[src/rtl/lc_pkg.sv]
package lc_pkg;
  // Strobes from the control half to the datapath half
  typedef struct packed {
    logic armClear;    // hold edge history at the inactive level
    logic fireOk;      // allow a detected edge to reach the output
    logic takeBypass;  // feed the edge detector from the raw level
  } lcStrobes_t;
endpackage

[src/rtl/lc_ctrl.sv]
module lc_ctrl (
  input  logic              enable,
  input  logic              bypassSync,
  output lc_pkg::lcStrobes_t strb
);
  always_comb begin
    strb.armClear   = !enable;
    strb.fireOk     = enable;
    strb.takeBypass = bypassSync;
  end
endmodule

[src/rtl/lc_datapath.sv]
module lc_datapath #(
  parameter int NUM_SRC     = 8,
  parameter int SEL_W       = 3,
  parameter int SYNC_STAGES = 2
) (
  input  logic               clk,
  input  logic               rstN,
  input  logic [NUM_SRC-1:0] trigIn,
  input  logic [SEL_W-1:0]   srcSel,
  input  logic               risingEdge,
  input  lc_pkg::lcStrobes_t strb,
  output logic               launch
);
  localparam int LAST = SYNC_STAGES - 1;

  logic selRaw;
  logic activeLvl;
  logic [SYNC_STAGES-1:0] syncQ;
  logic pathLvl;
  logic histQ;
  logic edgeSeen;

  // Source multiplexer and polarity normalisation (active reads as 1)
  assign selRaw    = trigIn[srcSel];
  assign activeLvl = risingEdge ? selRaw : !selRaw;

  // Synchronizer chain, one flop per stage
  for (genvar g = 0; g < SYNC_STAGES; g++) begin : gStage
    if (g == 0) begin : gFirst
      always_ff @(posedge clk or negedge rstN) begin
        if (!rstN) syncQ[g] <= 1'b0;
        else       syncQ[g] <= activeLvl;
      end
    end else begin : gNext
      always_ff @(posedge clk or negedge rstN) begin
        if (!rstN) syncQ[g] <= 1'b0;
        else       syncQ[g] <= syncQ[g-1];
      end
    end
  end

  assign pathLvl  = strb.takeBypass ? activeLvl : syncQ[LAST];
  assign edgeSeen = pathLvl && !histQ;

  always_ff @(posedge clk or negedge rstN) begin
    if (!rstN) begin
      histQ  <= 1'b0;
      launch <= 1'b0;
    end else begin
      histQ  <= strb.armClear ? 1'b0 : pathLvl;
      launch <= edgeSeen && strb.fireOk;
    end
  end
endmodule

[src/rtl/trig_launch_cond.sv]
module trig_launch_cond #(
  parameter int NUM_SRC     = 8,
  parameter int SEL_W       = $clog2(NUM_SRC),
  parameter int SYNC_STAGES = 2
) (
  input  logic               clk,
  input  logic               rstN,
  input  logic [NUM_SRC-1:0] trigIn,
  input  logic [SEL_W-1:0]   srcSel,
  input  logic               risingEdge,
  input  logic               bypassSync,
  input  logic               enable,
  output logic               launch
);
  lc_pkg::lcStrobes_t strb;

  lc_ctrl uCtrl (
    .enable     (enable),
    .bypassSync (bypassSync),
    .strb       (strb)
  );

  lc_datapath #(
    .NUM_SRC     (NUM_SRC),
    .SEL_W       (SEL_W),
    .SYNC_STAGES (SYNC_STAGES)
  ) uData (
    .clk        (clk),
    .rstN       (rstN),
    .trigIn     (trigIn),
    .srcSel     (srcSel),
    .risingEdge (risingEdge),
    .strb       (strb),
    .launch     (launch)
  );
endmodule

[config.mk]
export PLATFORM = sky130hd
export DESIGN_NAME = trig_launch_cond
export DESIGN_NICKNAME = d
export VERILOG_FILES = /design/src/rtl/lc_pkg.sv /design/src/rtl/lc_ctrl.sv /design/src/rtl/lc_datapath.sv /design/src/rtl/trig_launch_cond.sv
export SDC_FILE = /design/constraint.sdc
export NUM_CORES = 1
export LEC_CHECK = 0
export BUFFER_PORTS_ARGS = -buffer_cell sky130_fd_sc_hd__buf_2
export CAP_MARGIN = 20
export CORE_AREA = 2 2 39 41
export DETAILED_ROUTE_END_ITERATION = 10
export DIE_AREA = 0 0 41 43
export PLACE_DENSITY = 0.47
export SYNTH_ARGS = -nofsm -noshare
export SYNTH_HDL_FRONTEND = slang
export SYNTH_SLANG_ARGS = --single-unit
[constraint.sdc]
create_clock -name clk -period 1.6 [get_ports clk]
set_input_delay 0.24 -clock clk [delete_from_list [all_inputs] [get_ports clk]]
set_output_delay 0.24 -clock clk [all_outputs]
set_load 0.03 [all_outputs]
Word level (Yosys, flattened, before mapping)
Cells that the tools add are included.

word-level totals
  latch bits = 0
  input bits = 16
  word-level logic and storage cells = 14
  ROM bits = 0
  memory bits (writable) = 0
  memories = 0
  bits in registers = 4

cells by class
  $add $sub $neg = 0
  divide/modulo/power cells = 0
  muxes and demuxes = 5
  eq/ne operators = 0
  reductions and logical operators = 4
  multiply operators = 0
  bitwise operators = 0
  shifts and indexed selects = 0
  order comparisons = 1

operators with widths
  kind                                                                           count
  3-bit by 4-bit less-than comparator with 1-bit output (second input constant)  1
  1-bit two-way mux                                                              4
  1-bit binary-select mux with 3-bit select                                      1
  1-bit logical AND                                                              2
  1-bit zero test                                                                2

Depth between registers and ports, before layout
  depth after elaboration = 7
  gate-level depth with buffers = 4

By module
Synthesis repeated with hierarchy kept, for this count alone.

second synthesis, totals
  cell total of the unflattened synthesis = 16
  area, all modules = 224.0 µm²

by module, submodules not included
  module       cells an instance  area an instance (µm²)  seq. area each (µm²)  instances
  lc_datapath  13                 205.2                   100.1                 1
  lc_ctrl      3                  18.8                    0.0                   1

Worst setup path before layout
OpenSTA, ideal clock, no wires.

  path type = input to register
  start point = input port srcSel[1]
  end point = register uData.launch
  stages on the path = 4
  required time = 1467 ps
  arrival time = 1198 ps
  buffers on the path = 0
  library setup time = 133 ps
  slack = 268 ps
  cells stage by stage = mux4_1 > mux2i_1 > xnor2_1 > a211oi_2

between the ends
  word-level cells in the longest chain between the ends = 7

ends and longest elaborated chain
  element                                        line                   text
  from (decl)                                    trig_launch_cond.sv:9  input logic [SEL_W-1:0] srcSel,
  1-bit binary-select mux with 3-bit select (*)  lc_datapath.sv:24      assign selRaw = trigIn[srcSel];
  1-bit two-way mux (not written as such) (*)    lc_datapath.sv:24
  1-bit zero test                                lc_datapath.sv:25      assign activeLvl = risingEdge ? selRaw : !selRaw;
  1-bit two-way mux (*)                          lc_datapath.sv:25
  1-bit two-way mux (*)                          lc_datapath.sv:42      assign pathLvl = strb.takeBypass ? activeLvl : syncQ[LAST];
  1-bit logical AND (*)                          lc_datapath.sv:43      assign edgeSeen = pathLvl && !histQ;
  1-bit logical AND (*)                          lc_datapath.sv:51      launch <= edgeSeen && strb.fireOk;
  to (signal assigned)                           lc_datapath.sv:51
  to (decl)                                      lc_datapath.sv:12      output logic launch

Every way passes the cells marked *; elsewhere a longest branch is shown, timed or not. The select of a mux whose other input is x is not followed.

Final worst setup path
  start point = input port srcSel[1]
  end point = register uData.histQ

between the ends
  word-level cells in the longest chain between the ends = 6

ends and longest elaborated chain
  element                                        line               text
  1-bit binary-select mux with 3-bit select (*)  lc_datapath.sv:24
  1-bit two-way mux (not written as such) (*)    lc_datapath.sv:24
  1-bit zero test                                lc_datapath.sv:25
  1-bit two-way mux (*)                          lc_datapath.sv:25
  1-bit two-way mux (*)                          lc_datapath.sv:42
  1-bit two-way mux (*)                          lc_datapath.sv:50  histQ <= strb.armClear ? 1'b0 : pathLvl;
  to (signal assigned)                           lc_datapath.sv:50
  to (decl)                                      lc_datapath.sv:20  logic histQ;

Marked as above.

==> impl_results.md <==
- Status: finished clean
- Global-route usage over all layers: 5.94%
- Clock Pin Slew Worst Setup and Hold Paths: 30 ps
- Postcts setup bufs: 0
- Critical Path Fanout Max: 3
- DRC: 0
- Vias in the first global route: 203
- Wire length per cell: 8.56 µm
- DRT Pass-1 Iters: 1
- Post-CTS sizing: 0
- Worst slew pin tran: 335 ps
- Total Nets Final: 50
- Commonest cells after routing, fill and taps aside: 16 x buf_2, 4 x dfrtp_1, 3 x clkbuf_4
- Unique masters post-synth: 8
- Ant diodes: 0
- Final Util: 23.9%
- Synth area leader: dfrtp_1
- Fmax: 0.777 GHz
- Ports: 17
- Final antenna-violating net count: 0
- Via density: 3.81
- Hold_ws: 220 ps
- Worst setup EP type: register
- Pin count of the biggest net entering global routing: 5
- Max-Cap Viols: 0
- Rows: 14
- Final Critical Period: 1290 ps
- Final setup vio count: 0
- First-pass GRT wire length: 676 µm
- Worst vdd ir: 0.198 mV
- DIE WIDTH: 41 µm
- Fillcell total: 151
- CTS tree: built
- Post-synthesis sequential area ratio: 50.6%
- Post-route cell area: 330 µm²
- Chip Height: 43 µm
- Total Wirelength: 411 µm
- Slew margin rel.: 77.4%
- Starting density of the core: 14.3%
- Yosys warning count: 0
- Cell Pwr Density: 911 nW/µm²
- Via count: 183
- RSZ-0062 raised after global routing: no
- Initial drt markers: 0
- Synth top area share: 50.6%
- Die area: 1760 µm²
- CP Class: input port to register
- Mean post-synth cell area: 16.5 µm²
- Area Growth Syn to Fin: 67.1%
- Final Cycle Share: 80.4%
- LEAKAGE: 0.170 nW
- GPL Wtd Cong: 0.595
- Initial antenna violation count: 0
- Setup_tns: 0 ps
- Placement Cell Area: 298 µm²
- Total power: 0.301 mW
- Largest cells by area after synthesis: dfrtp_1 51%, mux4_1 27%, a211oi_2 6.3%
- Clk Tree Root Cell: clkbuf_4
- Mapped Cells: 12
- Crit path required time: 1700 ps
- Syn Std Cell Area: 198 µm²
- Clk_lat worst skew: 230 ps
- CORE AREA: 1380 µm²
- Layout cell share with drive strength beyond 1: 62.5%
- Pins Over Slew Limit: 0
- Synthesis-stage register bit count: 4
- CTS Buffer Depth: 2
- Min-Delay Path Class: input port to register
- Commonest non-fill, non-tap cell in the layout: buf_2
- Final Non-Filler Cells: 48
- Worst slack at placement: 67.3 ps
- H-tree depth: 1
- CTS Buf Count: 3
- Clk_skew: 2.52 ps
- Endpoints failing hold: 0
- CTS Hold Bufs: 1
- Critical Path Start Type: input port
- Placed insts: 44
- Port buffer count: 16
- PnR worst setup slack: 313 ps
- Clock Sinks: 4
- Crit path arrival time: 1380 ps
- Grt ovf: 0
- Syn_nets: 28
flip-flops by register name, indices dropped and copies added, names as in the netlist:
register / cells
uData.syncQ: 2
uData.launch: 1
uData.histQ: 1
cell families after synthesis:
kind of cell	share of synthesized area, %
AO/OA/AOI/OAI	11.4
XOR/XNOR	4.43
buffers and inverters	1.90
flip-flops	50.6
multiplexers	31.6
power by group:
| part | internal, mW | leakage (nW) | switching [mW] |
|---|---|---|---|
| registers | 0.116 | 0.0492 | 0.00354 |
| logic | 0.0320 | 0.107 | 0.0267 |
| clock network | 0.0837 | 0.0138 | 0.0386 |
| total | 0.232 | 0.170 | 0.0688 |
synth_stat cells:
library cell	instances
a211oi_2	1
mux2i_1	1
inv_1	1
dfrtp_1	4
mux4_1	2
a21oi_1	1
xnor2_1	1
o21ai_0	1
final timing paths:
check	start	to	slack, ps	cells after the start
min reg2reg	uData.syncQ[0]	uData.syncQ[1]	340	0
min	bypassSync	uData.launch	220	2
min in group asynchronous	rstN	uData.syncQ[0]	340	2
max reg2reg	uData.syncQ[1]	uData.launch	740	2
max	srcSel[1]	uData.histQ	310	5
max in group asynchronous	rstN	uData.histQ	1140	2
metal layers:
layer	vias to the layer above	track usage [%]	wire (µm)
met3	0	1.57	67
met4	0	6.00	0
met5	-	0	0
met2	17	8.44	166
li1	88	-	-
met1	78	6.47	177
final cells by class:
class                   instances  area, µm²  share of cell area (%)
flip-flops and latches          4        100                    30.3
multi-input cells               7       93.8                    28.4
repair buffers                 17       90.1                    27.3
clock buffers                   3       22.5                    6.82
well taps                      16       20.0                    6.06
inverters                       1       3.75                    1.14
critical path: stages:
cell     delay [ps]
buf_2           100
mux4_1          550
mux2i_1         170
xnor2_1         210
a21oi_1         110
Power figures use the tool's default switching activity.
